$ cat config.mk
export PLATFORM = sky130hd
export DESIGN_NAME = spi_word_ram
export DESIGN_NICKNAME = d
export VERILOG_FILES = /design/src/rtl/spi_wram_pkg.sv /design/src/rtl/spi_pin_sync.sv /design/src/rtl/spi_wram_array.sv /design/src/rtl/spi_wram_ctrl.sv /design/src/rtl/spi_word_ram.sv
export SDC_FILE = /design/constraint.sdc
export NUM_CORES = 1
export LEC_CHECK = 0
export BUFFER_PORTS_ARGS = -buffer_cell sky130_fd_sc_hd__buf_2
export CAP_MARGIN = 20
export CELL_PAD_IN_SITES_DETAIL_PLACEMENT = 1
export CELL_PAD_IN_SITES_GLOBAL_PLACEMENT = 1
export CORE_UTILIZATION = 53
export CTS_CLUSTER_DIAMETER = 80
export DETAILED_ROUTE_END_ITERATION = 7
export MAX_ROUTING_LAYER = met4
export PLACE_DENSITY_LB_ADDON = 0.2
export REMOVE_ABC_BUFFERS = 1
export SKIP_CTS_REPAIR_TIMING = 1
export SLEW_MARGIN = 5
export SYNTH_ARGS = -nofsm -noshare
export SYNTH_HDL_FRONTEND = slang
export SYNTH_HIERARCHICAL = 1
export SYNTH_SLANG_ARGS = --single-unit
$ cat constraint.sdc
create_clock -name clk -period 3.45 [get_ports clk]
set_clock_uncertainty 0.15 [all_clocks]
set_input_delay 0.5175 -clock clk [delete_from_list [all_inputs] [get_ports clk]]
set_output_delay 0.5175 -clock clk [all_outputs]
set_load 0.01 [all_outputs]
$ cat src/rtl/spi_wram_pkg.sv
package spi_wram_pkg;
  typedef enum logic [1:0] {PH_INS, PH_WR, PH_RD, PH_IGN} phase_t;
  localparam logic [2:0] CMD_WRITE = 3'b011;
  localparam logic [2:0] CMD_READ  = 3'b111;
endpackage

$ cat src/rtl/spi_pin_sync.sv
module spi_pin_sync #(
  parameter int STAGES = 2
) (
  input  logic clk,
  input  logic rst_n,
  input  logic sck,
  input  logic cs_n,
  input  logic si,
  output logic sck_rise,
  output logic sck_fall,
  output logic cs_low,
  output logic cs_rise,
  output logic si_s
);
  logic [STAGES:0]   sck_p;
  logic [STAGES:0]   cs_p;
  logic [STAGES-1:0] si_p;

  always_ff @(posedge clk or negedge rst_n) begin
    if (!rst_n) begin
      sck_p <= '0;
      cs_p  <= '1;
      si_p  <= '0;
    end else begin
      sck_p <= {sck_p[STAGES-1:0], sck};
      cs_p  <= {cs_p[STAGES-1:0], cs_n};
      si_p  <= {si_p[STAGES-2:0], si};
    end
  end

  assign sck_rise = sck_p[STAGES-1] & ~sck_p[STAGES];
  assign sck_fall = ~sck_p[STAGES-1] & sck_p[STAGES];
  assign cs_low   = ~cs_p[STAGES-1];
  assign cs_rise  = cs_p[STAGES-1] & ~cs_p[STAGES];
  assign si_s     = si_p[STAGES-1];
endmodule

$ cat src/rtl/spi_wram_array.sv
module spi_wram_array #(
  parameter int ADDR_W = 4,
  parameter int DATA_W = 16
) (
  input  logic              clk,
  input  logic              rst_n,
  input  logic              we,
  input  logic [ADDR_W-1:0] waddr,
  input  logic [DATA_W-1:0] wdata,
  input  logic [ADDR_W-1:0] raddr,
  output logic [DATA_W-1:0] rdata
);
  localparam int DEPTH = 1 << ADDR_W;

  logic [DATA_W-1:0] mem [DEPTH];

  for (genvar w = 0; w < DEPTH; w++) begin : g_word
    always_ff @(posedge clk or negedge rst_n) begin
      if (!rst_n) mem[w] <= '0;
      else if (we && waddr == ADDR_W'(w)) mem[w] <= wdata;
    end
  end

  assign rdata = mem[raddr];

  // a commit lands in the addressed word on the next clock
  p_commit_r2: assert property (@(posedge clk) disable iff (!rst_n)
    we |=> mem[$past(waddr)] == $past(wdata));
endmodule

$ cat src/rtl/spi_wram_ctrl.sv
module spi_wram_ctrl
  import spi_wram_pkg::*;
#(
  parameter int ADDR_W = 4,
  parameter int DATA_W = 16,
  parameter int INS_W  = ADDR_W + 4
) (
  input  logic              clk,
  input  logic              rst_n,
  input  logic              sck_rise,
  input  logic              sck_fall,
  input  logic              cs_low,
  input  logic              cs_rise,
  input  logic              si_s,
  input  logic [DATA_W-1:0] rdata,
  output logic [ADDR_W-1:0] raddr,
  output logic              we,
  output logic [ADDR_W-1:0] waddr,
  output logic [DATA_W-1:0] wdata,
  output logic              so,
  output logic              so_oe,
  output logic              req_valid,
  output logic [INS_W-1:0]  req_code
);
  localparam int BCNT_W = $clog2(INS_W);
  localparam int WIDX_W = $clog2(DATA_W);
  localparam int RCNT_W = $clog2(DATA_W + 1);

  phase_t              phase;
  logic [INS_W-2:0]    ins_sr;
  logic [BCNT_W-1:0]   bcnt;
  logic [ADDR_W-1:0]   addr;
  logic [DATA_W-1:0]   dbuf;
  logic [WIDX_W-1:0]   widx;
  logic                wr_any;
  logic [RCNT_W-1:0]   rcnt;
  logic [INS_W-1:0]    ins_next;
  logic [2:0]          cmd;
  logic [WIDX_W-1:0]   wpos;

  assign ins_next = {ins_sr, si_s};
  assign cmd      = ins_next[INS_W-1:INS_W-3];
  assign raddr    = ins_next[ADDR_W:1];
  assign wpos     = WIDX_W'(DATA_W - 1) - widx;

  // commit on chip-select rise keeps partial and wrapped data
  assign we    = cs_rise && phase == PH_WR && wr_any;
  assign waddr = addr;
  assign wdata = dbuf;

  always_ff @(posedge clk or negedge rst_n) begin
    if (!rst_n) begin
      phase     <= PH_INS;
      ins_sr    <= '0;
      bcnt      <= '0;
      addr      <= '0;
      dbuf      <= '0;
      widx      <= '0;
      wr_any    <= 1'b0;
      rcnt      <= '0;
      so        <= 1'b0;
      so_oe     <= 1'b0;
      req_valid <= 1'b0;
      req_code  <= '0;
    end else begin
      req_valid <= 1'b0;
      if (cs_rise) begin
        phase  <= PH_INS;
        ins_sr <= '0;
        bcnt   <= '0;
        widx   <= '0;
        wr_any <= 1'b0;
        rcnt   <= '0;
        so_oe  <= 1'b0;
      end else if (cs_low) begin
        unique case (phase)
          PH_INS: if (sck_rise) begin
            ins_sr <= ins_next[INS_W-2:0];
            bcnt   <= bcnt + 1'b1;
            if (bcnt == BCNT_W'(INS_W - 1)) begin
              addr <= raddr;
              dbuf <= rdata;
              if (cmd == CMD_READ) begin
                phase <= PH_RD;
              end else if (cmd == CMD_WRITE && ins_next[0]) begin
                phase <= PH_WR;
              end else begin
                phase     <= PH_IGN;
                req_valid <= 1'b1;
                req_code  <= ins_next;
              end
            end
          end
          PH_WR: if (sck_rise) begin
            dbuf[wpos] <= si_s;
            widx       <= (widx == WIDX_W'(DATA_W - 1)) ? '0 : widx + 1'b1;
            wr_any     <= 1'b1;
          end
          PH_RD: if (sck_fall) begin
            if (rcnt < RCNT_W'(DATA_W)) begin
              so    <= dbuf[DATA_W-1];
              dbuf  <= {dbuf[DATA_W-2:0], 1'b0};
              so_oe <= 1'b1;
              rcnt  <= rcnt + 1'b1;
            end else begin
              so_oe <= 1'b0;
            end
          end
          default: ;
        endcase
      end
    end
  end

  // request strobe lasts one clock
  p_req_pulse_r7: assert property (@(posedge clk) disable iff (!rst_n)
    req_valid |=> !req_valid);

  // output stays released while deselected
  p_so_released_r6: assert property (@(posedge clk) disable iff (!rst_n)
    (!cs_low && !cs_rise) |-> !so_oe);

  // output turns on only at a serial falling edge
  p_so_on_fall_r3: assert property (@(posedge clk) disable iff (!rst_n)
    $rose(so_oe) |-> $past(sck_fall));
endmodule

$ cat src/rtl/spi_word_ram.sv
module spi_word_ram #(
  parameter int ADDR_W      = 4,
  parameter int DATA_W      = 16,
  parameter int SYNC_STAGES = 2
) (
  input  logic       clk,
  input  logic       rst_n,
  input  logic       sck,
  input  logic       cs_n,
  input  logic       si,
  output logic       so,
  output logic       so_oe,
  output logic       req_valid,
  output logic [7:0] req_code
);
  localparam int INS_W = ADDR_W + 4;

  logic              sck_rise, sck_fall, cs_low, cs_rise, si_s;
  logic              mem_we;
  logic [ADDR_W-1:0] mem_waddr, mem_raddr;
  logic [DATA_W-1:0] mem_wdata, mem_rdata;
  logic [INS_W-1:0]  code;

  spi_pin_sync #(.STAGES(SYNC_STAGES)) u_sync (
    .clk(clk), .rst_n(rst_n), .sck(sck), .cs_n(cs_n), .si(si),
    .sck_rise(sck_rise), .sck_fall(sck_fall), .cs_low(cs_low),
    .cs_rise(cs_rise), .si_s(si_s)
  );

  spi_wram_ctrl #(.ADDR_W(ADDR_W), .DATA_W(DATA_W), .INS_W(INS_W)) u_ctrl (
    .clk(clk), .rst_n(rst_n), .sck_rise(sck_rise), .sck_fall(sck_fall),
    .cs_low(cs_low), .cs_rise(cs_rise), .si_s(si_s), .rdata(mem_rdata),
    .raddr(mem_raddr), .we(mem_we), .waddr(mem_waddr), .wdata(mem_wdata),
    .so(so), .so_oe(so_oe), .req_valid(req_valid), .req_code(code)
  );

  spi_wram_array #(.ADDR_W(ADDR_W), .DATA_W(DATA_W)) u_array (
    .clk(clk), .rst_n(rst_n), .we(mem_we), .waddr(mem_waddr),
    .wdata(mem_wdata), .raddr(mem_raddr), .rdata(mem_rdata)
  );

  assign req_code = 8'(code);

  // no word is committed while the host still selects the block
  p_no_commit_selected_r4: assert property (@(posedge clk) disable iff (!rst_n)
    mem_we |-> !cs_low);
endmodule

# Word-level counts from Yosys, hierarchy flattened
# Cells that the tools add are included.
# totals
reg_bits,317
input_bits,5
out_inout_bits,11
# classes
add_sub_neg,4
order_cmp,4
eq_ne,27
muxes,53
bitwise,11
reduce_logical,39
# ops
operator,n
$mux 16,7
$bmux 16 s4,1
$pmux 16 s3,1
$eq 4x4->1 const B,9
$mux 7,4
$mux 5,5
$logic_and 1x1->1,20
$mux 4,5
$mux 1,17
$bwmux 16,1
$eq 4x3->1 const B,4
$mux 2,7
$reduce_bool 2->1,7
$mux 3,4
$reduce_and 5->1,2
$reduce_and 3->1,3
$eq 4x2->1 const B,2
$reduce_and 4->1,2
$reduce_and 8->1,1
$not 1->1,7
$reduce_and 7->1,1
$eq 3x3->1 const B,2
$ne 2x1->1 const B,3
$ne 2x2->1 const B,3
other kinds (18),20

# Depth between registers and ports, before layout
# Gate-level depths: netlist of the first run.
# depth
ltp_word,9
depth_mapped,10
depth_no_buf,6

# By module
# Netlist of the first run, hierarchy kept.
# modules_own_cells
module,n_inst,cells_each,area_per_inst_um2,seq_area_each_um2
spi_wram_array,1,711,11452.2,6406.1
spi_wram_ctrl,1,314,2859.0,1326.3
spi_pin_sync,1,12,229.0,203.9

# Least setup slack after synthesis of the first run
# Ideal clock, no wire load.
# synth_path
path_kind,flip-flop to flip-flop
from,reg u_ctrl.phase[1]
to,reg u_array/mem[197] in the netlist's numbering
t_arrival_ps,2426
required_time_ps,3175
setup_slack_ps,750
path_stages_with_launch,11
path_buffers,4
period_less_slack_ps,2700
path_cell_list,dfrtp_1 -> inv_1 -> ha_1 -> clkbuf_1 -> clkbuf_1 -> and3_1 -> nor3b_2 -> and3_1 -> buf_2 -> buf_2 -> mux2_2
# synth_between
elab_chain_len,4
# synth_rtl
item,line,rtl
from (decl),spi_wram_ctrl.sv:29,phase_t phase;
from (signal assigned),spi_wram_ctrl.sv:53,phase <= PH_INS;
from (signal assigned),spi_wram_ctrl.sv:68,phase <= PH_INS;
from (signal assigned),spi_wram_ctrl.sv:84,phase <= PH_RD;
$eq 2x1->1,spi_wram_ctrl.sv:47,assign we = cs_rise && phase == PH_WR && wr_any;
$logic_and 1x1->1 (2 in series),spi_wram_ctrl.sv:47,
named net mem_we,spi_word_ram.sv:19,logic mem_we;
$logic_and 1x1->1,spi_wram_array.sv:20,else if (we && waddr == ADDR_W'(w)) mem[w] <= wdata;
"to (signal, indexed assignment)",spi_wram_array.sv:20,
to (decl),spi_wram_array.sv:15,logic [DATA_W-1:0] mem [DEPTH];
# The timed path passes the listed nets, and every way through them passes these cells.
# A chain may end at the register's enable or synchronous reset.

# Worst setup path in the final report of the first run
# layout_path
from,reg u_ctrl.phase[1]
to,reg u_array/mem[183] in the netlist's numbering
# The elaborated chain is that of the path after synthesis.

==> impl_metrics.yaml, run 1 <==
synth:
  synthCells: 1037
  synth-main-ff-cell: "dfrtp_1"
  synth-seq-area-share: 0.546
  synthArstFlopShare: 1.00
  syn_area_um2: 14500
  ys_warn_count: 6
  synth_edf_count: 0
  yosys.area.top_type: "dfrtp_1"
  yosysTopAreaCellShare: 0.540
  synth-seq-cells: 317
  syn_area_per_cell_um2: 14.0
  ys_types: 49
  synth_area_leaders: "dfrtp_1 54%, mux2_2 19%, mux4_2 9.9%"
sta:
  period_minus_slack_ns: 2.82
  finalHoldViolations: 0
  max_slew_margin: 0.232
  tightest_slew_ns: 1.15
  finalSetupViolCount: 0
  fin_crit_sh: 0.819
  fmax_mhz: 354
  drv_slew: 0
  hold_ws_ns: 0.207
  setup_tns_ns: 0
  rsz0062_at_grt: "false"
  fin_ws_ns: 0.625
cells_and_area:
  final_util: 0.602
  final_cell_mix: "312 x dfrtp_1, 239 x mux2_2, 86 x nand2_1, 64 x mux4_2, 37 x clkbuf_16"
  final_cell_area_um2: 16200
  stdcell_count: 1409
  area_growth_pct: 11.6
  drive_gt1_frac: 0.397
  nets: 1061
  num_antenna_cells: 0
  regArea_um2: 7940
  n_fill_cell: 2496
  final_common_cell: "dfrtp_1"
  multi_input_area_um2: 6210
setup_path:
  timing.rr.start: "u_ctrl/phase[1]"
  crit_type: "reg -> reg"
  reg2regPathDepth: 6
  endpoint_kind: "flop"
  timing.reg2reg.setup_slack_ns: 0.63
  critPathRequiredTime_ns: 3.68
  cp_data_arrival_time_ns: 3.06
  worstSetupStartpointType: "flop"
  r2r-end: "u_array/mem[183]"
  worst-path-max-fanout: 16
power_and_ir_drop:
  swShare: 0.212
  p_switching_mw: 1.65
  clkPwrFrac: 0.492
  irDropWorstVdd_uv: 348
  p_comb_frac: 0.024
  power.internal_mw: 6.12
  p_leak_nw: 7.68
  p_seq_frac: 0.484
  fin_total_pwr_mw: 7.77
  p_per_area_nw_per_um2: 479
floorplan:
  row_count: 60
  die_w_um: 168
  start_util: 0.540
  core_area_um2: 27000
  die-area_um2: 28100
  die_h_um: 168
  ios: 16
min_path:
  min_path_cells: 0
  hp-class: "reg -> reg"
  worstHoldStart: "u_sync/sck_p[0]"
  holdPathEnd: "u_sync/sck_p[1]"
global_route:
  antenna_found_initial: 0
  grt.overflow.total: 0
  grt_max_degree: 86
  grt_use_total: 0.279
  grt_pass1_vias: 9833
  grt_pass1_wl_um: 58100
clock_tree:
  cts_buffers: 37
  htreeDepth: 2
  clock-sinks: 317
  cts_tree: "built"
  clockRootBuffer: "clkbuf_16"
  path_clk_slew_ns: 0.06
  cts.path.max_buffers: 3
  worstSkewPairLatency_ns: 0.51
route:
  vias: 8798
  routedWlPerCell_um: 25.6
  drtIter0Drc: 587
  remaining_drc_errors: 0
  ant_nets: 0
  vias_per_cell: 6.24
  drtPass1Iterations: 5
  wirelength_um: 36100
placement:
  place_ws_ns: 0.634
  hpwl_um: 21600
  io_buffers: 15
  placed_area_um2: 15000
  place.gp.congestion: 0.766
  dpl.cell_count: 1343
flow_run:
  cap_violations: 0
run_status:
  outcome: "completed"
==> area by class of cell <==
class,count,share of cell area
well taps,341,0.0263
repair buffers,53,0.0273
clock buffers,56,0.0676
multi-input cells,630,0.383
flip-flops and latches,317,0.489
inverters,6,0.00139
clock inverters,6,0.00509
==> logic make-up (layout without fill, tap and decap cells) <==
family / Yosys count / in the layout / share of synthesized area
AOI/OAI and AO/OA: 86 / 86 / 0.0409
xor gates and xnor gates: 5 / 5 / 0.00301
adders and majority gates: 11 / 11 / 0.00947
buffers and inverters: 90 / 121 / 0.0273
DFF: 317 / 317 / 0.546
muxes: 337 / 337 / 0.310
and+or+nand+nor: 191 / 191 / 0.0633
==> synth_stat cells (2+ instances only) <==
| cell type | number |
|---|---|
| a211oi_1 | 2 |
| a21oi_1 | 15 |
| a22o_1 | 3 |
| a22oi_1 | 32 |
| and3_1 | 12 |
| buf_2 | 29 |
| buf_4 | 6 |
| clkbuf_1 | 48 |
| dfrtp_1 | 314 |
| dfstp_2 | 3 |
| ha_1 | 11 |
| inv_1 | 6 |
| mux2_1 | 30 |
| mux2_2 | 239 |
| mux2i_1 | 4 |
| mux4_2 | 64 |
| nand2_1 | 86 |
| nand2b_1 | 6 |
| nand3_1 | 11 |
| nand3b_1 | 11 |
| nor2_1 | 37 |
| nor2_2 | 3 |
| nor2b_1 | 5 |
| nor3b_1 | 4 |
| nor3b_2 | 2 |
| o2111ai_1 | 3 |
| o21ai_0 | 13 |
| o22ai_1 | 4 |
| o32ai_1 | 8 |
| or2_2 | 2 |
| or3_1 | 3 |
| xnor2_1 | 2 |
| xor2_1 | 3 |
==> layer usage <==
layer / vias to the layer above / wire (um) / GRT usage
li1: 3793 / - / -
met1: 4744 / 15700 / 0.370
met2: 182 / 17800 / 0.446
met3: 79 / 1330 / 0.0338
met4: 0 / 1260 / 0.101
met5: - / 0 / -
==> state kept, by name, indices dropped and copies added, names as in the netlist <==
name and count:
u_ctrl/wr_any 1, u_array/mem 256, u_ctrl/req_code 8, u_sync/sck_p 3
u_ctrl/so_oe 1, u_ctrl/waddr 4, u_ctrl/phase 2, u_ctrl/req_valid 1
u_ctrl/ins_sr 7, u_ctrl/wdata 16, u_ctrl/bcnt 3, u_ctrl/rcnt 5
u_sync/si_p 2, u_ctrl/widx 4, u_sync/cs_p 3, u_ctrl/so 1
==> power groups by stage <==
stage | registers (mW) | clock network [mW] | logic, mW
finish | 3.76 | 3.82 | 0.188
global route | 3.76 | 4.04 | 0.213
floorplan | 3.83 | 0 | 0.0555
CTS | 3.76 | 3.91 | 0.192
detailed placement | 3.82 | 0 | 0.192
global placement | 3.82 | 0 | 0.191
==> worst max-delay path by stage <==
stage	from	end	slack, ns	depth (start not counted)
6_report	u_ctrl/phase[1]	u_array/mem[183]	0.63	6
2_1_floorplan	u_ctrl/ins_sr[0]	u_ctrl/wdata[1]	-0.65	6
5_1_grt	u_ctrl/phase[1]	u_array/mem[183]	0.49	6
3_5_place_dp	u_sync/cs_p[1]	u_array/mem[183]	0.63	5
4_1_cts	u_ctrl/phase[1]	u_array/mem[183]	0.59	6
3_3_place_gp	u_ctrl/ins_sr[0]	u_ctrl/wdata[15]	0.67	6
==> critical path: stages, from the launching register on <==
cell and delay, ns:
dfrtp_1 0.42, inv_1 0.12, ha_1 0.17, and3_1 0.24, nand3b_1 0.22, or3_1 0.85, mux2_1 0.52
(Power assumes the default switching activity.)
==> run 2, diff against run 1 <==
clock period = 2.9 ns   (was 3.45 ns; I/O delays follow)
==> impl_metrics.yaml, run 2 (synthesis results as in run 1) <==
run_status:
  outcome: "completed"
sta:
  finalSetupViolCount: 0
  fin_ws_ns: 0.235
  max_slew_margin: 0.475
  drv_slew: 0
  finalHoldViolations: 0
  fin_crit_sh: 0.919
  tightest_slew_ns: 0.788
  period_minus_slack_ns: 2.66
  fmax_mhz: 375
  rsz0062_at_grt: "false"
power_and_ir_drop:
  p_leak_nw: 7.79
  fin_total_pwr_mw: 9.32
  clkPwrFrac: 0.494
  p_comb_frac: 0.027
  p_per_area_nw_per_um2: 566
  power.internal_mw: 7.35
  p_seq_frac: 0.479
  irDropWorstVdd_uv: 456
  p_switching_mw: 1.97
  swShare: 0.211
cells_and_area:
  drive_gt1_frac: 0.407
  largest_reg_flops: 256
  num_antenna_cells: 0
  nets: 1075
  final_util: 0.610
  top_register: "u_array/mem"
  area_growth_pct: 13.2
  final_cell_mix: "312 x dfrtp_1, 239 x mux2_2, 86 x nand2_1, 64 x mux4_2"
  final_common_cell: "dfrtp_1"
floorplan:
  ios: 16
  die_w_um: 168
  row_count: 60
  core_area_um2: 27000
  die-area_um2: 28100
  start_util: 0.540
  die_h_um: 168
global_route:
  antenna_found_initial: 0
  grt_pass1_wl_um: 59600
  grt_use_total: 0.289
  grt_pass1_vias: 9867
  grt.overflow.total: 0
  top_usage_layer: "met2"
  use_met1: 0.385
  grt_util_met2: 0.463
  grt_max_degree: 86
  grt.met3_usage: 0.0303
min_path:
  worstHoldStart: "u_sync/sck_p[0]"
  min_path_cells: 0
  holdPathEnd: "u_sync/sck_p[1]"
  hp-class: "reg -> reg"
setup_path:
  worst-path-max-fanout: 22
  r2r-end: "u_ctrl/wdata[10]"
  timing.rr.start: "u_ctrl/ins_sr[0]"
  crit_type: "reg -> reg"
  worstSetupStartpointType: "flop"
  endpoint_kind: "flop"
  critPathRequiredTime_ns: 3.13
  timing.reg2reg.setup_slack_ns: 0.24
  reg2regPathDepth: 7
  cp_data_arrival_time_ns: 2.90
route:
  remaining_drc_errors: 0
  drtIter0Drc: 559
  drtPass1Iterations: 4
  ant_nets: 0
  vias_per_cell: 6.22
  vias: 8860
  routedWlPerCell_um: 26.1
  wirelength_um: 37100
clock_tree:
  clock-sinks: 317
  cts_buffers: 36
  htreeDepth: 2
  worstSkewPairLatency_ns: 0.52
  clockRootBuffer: "clkbuf_16"
  cts.path.max_buffers: 3
  path_clk_slew_ns: 0.06
  cts_tree: "built"
placement:
  hpwl_um: 22200
  place.gp.congestion: 0.810
  io_buffers: 15
  place_ws_ns: 0.260
flow_run:
  cap_violations: 0
[run 2: cell count changes in the layout (fill, tap and decap cells not counted), sizes merged]
cell	delta
clkbuf	+1
buf	+15
inv	+1
clkinvlp	-1
[run 2: critical path, stage by stage (launching register included)]
cell	delay, ns
dfrtp_4	0.70
buf_12	0.28
buf_12	0.15
mux4_2	0.48
a22oi_1	0.38
nand2_1	0.12
o32ai_1	0.14
o21ai_0	0.11
[run 2: cell type report]
class                   count  area, um2
fillers                  2526      10500
flip-flops and latches    317       7940
multi-input cells         630       6210
clock buffers              57       1120
repair buffers             68        643
well taps                 341        427
clock inverters             6       83.8
inverters                   6       22.5
[run 2: power by group through the flow]
stage | clock network [mW] | logic [mW] | registers, mW
global route | 4.85 | 0.284 | 4.46
global placement | 0 | 0.255 | 4.54
CTS | 4.69 | 0.260 | 4.46
finish | 4.60 | 0.255 | 4.46
floorplan | 0 | 0.0660 | 4.56
detailed placement | 0 | 0.259 | 4.54
[run 2: per-stage QoR]
| stage | hold slack (ns) | area [um2] | cells | setup TNS, ns |
|---|---|---|---|---|
| after detailed placement | 0.188 | 15200 | 1358 | 0 |
| after global routing | 0.221 | 16500 | 1425 | 0 |
| final | 0.210 | 16500 | 1425 | 0 |
| after global placement | 0.185 | 15200 | 1358 | 0 |
| after floorplan | -0.0106 | 14200 | 953 | -95.24 |
| after CTS | -0.171 | 16400 | 1421 | 0 |
[run 2: worst max path at each step]
stage                                 from          endpoint  cells after the start
after floorplan           u_ctrl/ins_sr[0]   u_ctrl/wdata[1]                      6
after global placement    u_ctrl/ins_sr[0]  u_ctrl/wdata[10]                      7
after detailed placement  u_ctrl/ins_sr[0]  u_ctrl/wdata[10]                      7
after CTS                 u_ctrl/ins_sr[0]  u_ctrl/wdata[10]                      7
after global routing      u_ctrl/ins_sr[0]  u_ctrl/wdata[10]                      7
final                     u_ctrl/ins_sr[0]  u_ctrl/wdata[10]                      7
[run 2: metal layers]
layer,share of wire,vias to the layer above
met5,0,-
met4,0.033,0
met3,0.034,80
met2,0.50,183
met1,0.43,4767
li1,-,3830
==> run 3, diff against run 2 <==
ABC_AREA = 1   (was not set)
CORE_UTILIZATION = 51   (was 53)
GPL_ROUTABILITY_DRIVEN = 0   (was not set)
clock period = 3.3 ns   (was 2.9 ns; I/O delays follow)
==> impl_metrics.yaml, run 3 <==
run_status:
  outcome: "completed"
floorplan:
  core_area_um2: 29900
  die_w_um: 177
  die-area_um2: 31200
  ios: 16
  die_h_um: 177
  row_count: 63
  start_util: 0.521
route:
  routedWlPerCell_um: 20.7
  dr_wl_met2_um: 24800
  ant_nets: 0
  vias_per_cell: 5.70
  drtIter0Drc: 1043
  wirelength_um: 51200
  detail_route.wirelength.met1_um: 21700
  route.met3.wl_um: 2790
  vias: 14100
  drtPass1Iterations: 5
  top_layer_used: "met4"
  remaining_drc_errors: 0
min_path:
  holdPathEnd: "u_sync/sck_p[1]"
  min_path_cells: 0
  worstHoldStart: "u_sync/sck_p[0]"
  hp-class: "reg -> reg"
sta:
  period_minus_slack_ns: 2.84
  finalHoldViolations: 0
  drv_slew: 0
  fin_ws_ns: 0.460
  max_slew_margin: 0.476
  finalSetupViolCount: 0
  rsz0062_at_grt: "false"
  tightest_slew_ns: 0.785
  fmax_mhz: 352
  fin_crit_sh: 0.861
synth:
  synth_edf_count: 0
  synth-main-ff-cell: "dfrtp_1"
  syn_area_um2: 15600
  synth-xor-area-share: 0.000562
  synth_commonest_cells: "735 x nand2_1, 314 x dfrtp_1, 267 x o21ai_0, 258 x nand3_1, 256 x inv_1"
  synth-seq-cells: 317
  syn_area_per_cell_um2: 7.44
  synth-adder-area-share: 0.00884
  synth_area_leaders: "dfrtp_1 50%, nand2_1 18%, o21ai_0 8.6%"
  synth-seq-area-share: 0.509
  synthCells: 2095
  synth_top_family_by_area: "simple AND/OR/NAND/NOR gates"
  yosys.area.top_type: "dfrtp_1"
  synth_compound_area_frac: 0.0978
  yosysTopAreaCellShare: 0.504
  yosysMostFrequentCell: "nand2_1"
  ys_types: 32
  synthSimpleGateAreaFrac: 0.282
  ys_warn_count: 6
  synthArstFlopShare: 1.00
  synthMuxAreaShare: 0
power_and_ir_drop:
  p_leak_nw: 8.21
  p_switching_mw: 2.21
  p_seq_frac: 0.457
  p_comb_frac: 0.076
  irDropWorstVdd_uv: 351
  power.internal_mw: 6.52
  p_per_area_nw_per_um2: 505
  clkPwrFrac: 0.467
  swShare: 0.253
cells_and_area:
  final_cell_area_um2: 17300
  num_antenna_cells: 0
  largest_reg_flops: 256
  multi_input_area_um2: 6090
  n_fill_cell: 3812
  area_growth_pct: 11.1
  drive_gt1_frac: 0.0685
  nets: 2076
  regArea_um2: 7940
  final_cell_mix: "735 x nand2_1, 312 x dfrtp_1, 267 x o21ai_0, 258 x nand3_1, 256 x inv_1"
  final_common_cell: "nand2_1"
  top_register: "u_array/mem"
clock_tree:
  worstSkewPairLatency_ns: 0.53
  cts_buffers: 37
  cts.path.max_buffers: 3
  clock-sinks: 317
  cts_tree: "built"
  path_clk_slew_ns: 0.06
  htreeDepth: 2
  clockRootBuffer: "clkbuf_16"
setup_path:
  critPathTopFamily: "simple AND/OR/NAND/NOR gates"
  worstSetupStartpointType: "flop"
  reg2regPathDepth: 9
  crit_type: "reg -> reg"
  cpPeakStageDelay_ns: 0.53
  path_cells: "inv_1, nor2_1, nand2_1, nor2_1, nand3_1, nor2_2, buf_4, nand2_1, o21ai_0"
  cp_data_arrival_time_ns: 3.09
  timing.reg2reg.setup_slack_ns: 0.46
  path_buf_inv: 2
  r2r-end: "u_array/mem[103]"
  worst-path-max-fanout: 14
  endpoint_kind: "flop"
  critical_path.slowest_cell: "dfstp_2"
  timing.rr.start: "u_sync/cs_p[1]"
  critPathRequiredTime_ns: 3.55
global_route:
  grt_pass1_wl_um: 81500
  grt_max_degree: 134
  grt_use_total: 0.346
  antenna_found_initial: 0
  grt_pass1_vias: 15000
  grt.overflow.total: 0
placement:
  io_buffers: 15
  place_ws_ns: 0.567
  placed_area_um2: 16000
  hpwl_um: 30500
flow_run:
  cap_violations: 0
-- run 3: cell count changes in the layout (fill, tap and decap cells not counted), sizes merged, moves of 10 or more --
cell,delta
nand3,+246
mux2,-269
a22oi,-32
inv,+253
nand3b,-10
mux4,-64
nor2,+18
nand2,+651
and3,-11
o21ai,+259
-- run 3: layer usage --
layer,vias up,GRT usage
met1,7093,0.435
met3,135,0.0496
met4,0,0.135
met2,425,0.567
li1,6464,-
met5,-,-
-- run 3: layout make-up --
class	count	share of cell area
Clock inverter	13	0.00579
Sequential cell	317	0.459
Multi-Input combinational cell	1378	0.352
Clock buffer	54	0.0643
Timing Repair Buffer	67	0.0346
Tap cell	390	0.0282
Inverter	259	0.0563
-- run 3: power groups by stage --
stage               registers [mW]  clock network (mW)  logic (mW)
floorplan                     4.06                   0       0.356
global placement              4.05                   0       0.618
detailed placement            4.06                   0       0.645
CTS                           3.99                4.13       0.656
global route                  3.99                4.30       0.735
finish                        3.99                4.08       0.661
-- run 3: kinds of logic (layout without fill, tap and decap cells) --
group,after synthesis,count (layout)
DFF,317,317
and+or+nand+nor,1066,1066
xor gates and xnor gates,1,1
buffers and inverters,400,393
AOI/OAI and AO/OA,300,300
adders and majority gates,11,11
-- run 3: stage by stage --
step	power, mW	util	TNS [ns]	hold slack, ns	cells
final	8.73	0.579	0	0.204	2478
after global routing	9.02	0.579	0	0.208	2478
after CTS	8.77	0.578	0	-0.190	2474
after detailed placement	4.70	0.537	0	0.196	2407
after global placement	4.67	0.537	0	0.183	2407
after floorplan	4.42	-	-23.20	0.0494	1954
-- run 3: worst max path at each step --
stage	to	startpoint	cells after the start	slack, ns
finish	u_array/mem[103]	u_sync/cs_p[1]	9	0.46
global route	u_array/mem[103]	u_sync/cs_p[1]	9	0.29
CTS	u_array/mem[107]	u_sync/cs_p[1]	9	0.52
detailed placement	u_array/mem[104]	u_sync/cs_p[1]	9	0.57
global placement	u_array/mem[100]	u_sync/cs_p[1]	9	0.77
floorplan	u_ctrl/wdata[15]	u_ctrl/ins_sr[0]	11	-1.47
-- run 3: worst register-to-register path: cells and delay by family, from the launching register on --
family / cells / cell delay, ns
DFF: 1 / 0.53
and+or+nand+nor: 6 / 1.49
buffers and inverters: 2 / 0.40
AOI/OAI and AO/OA: 1 / 0.16
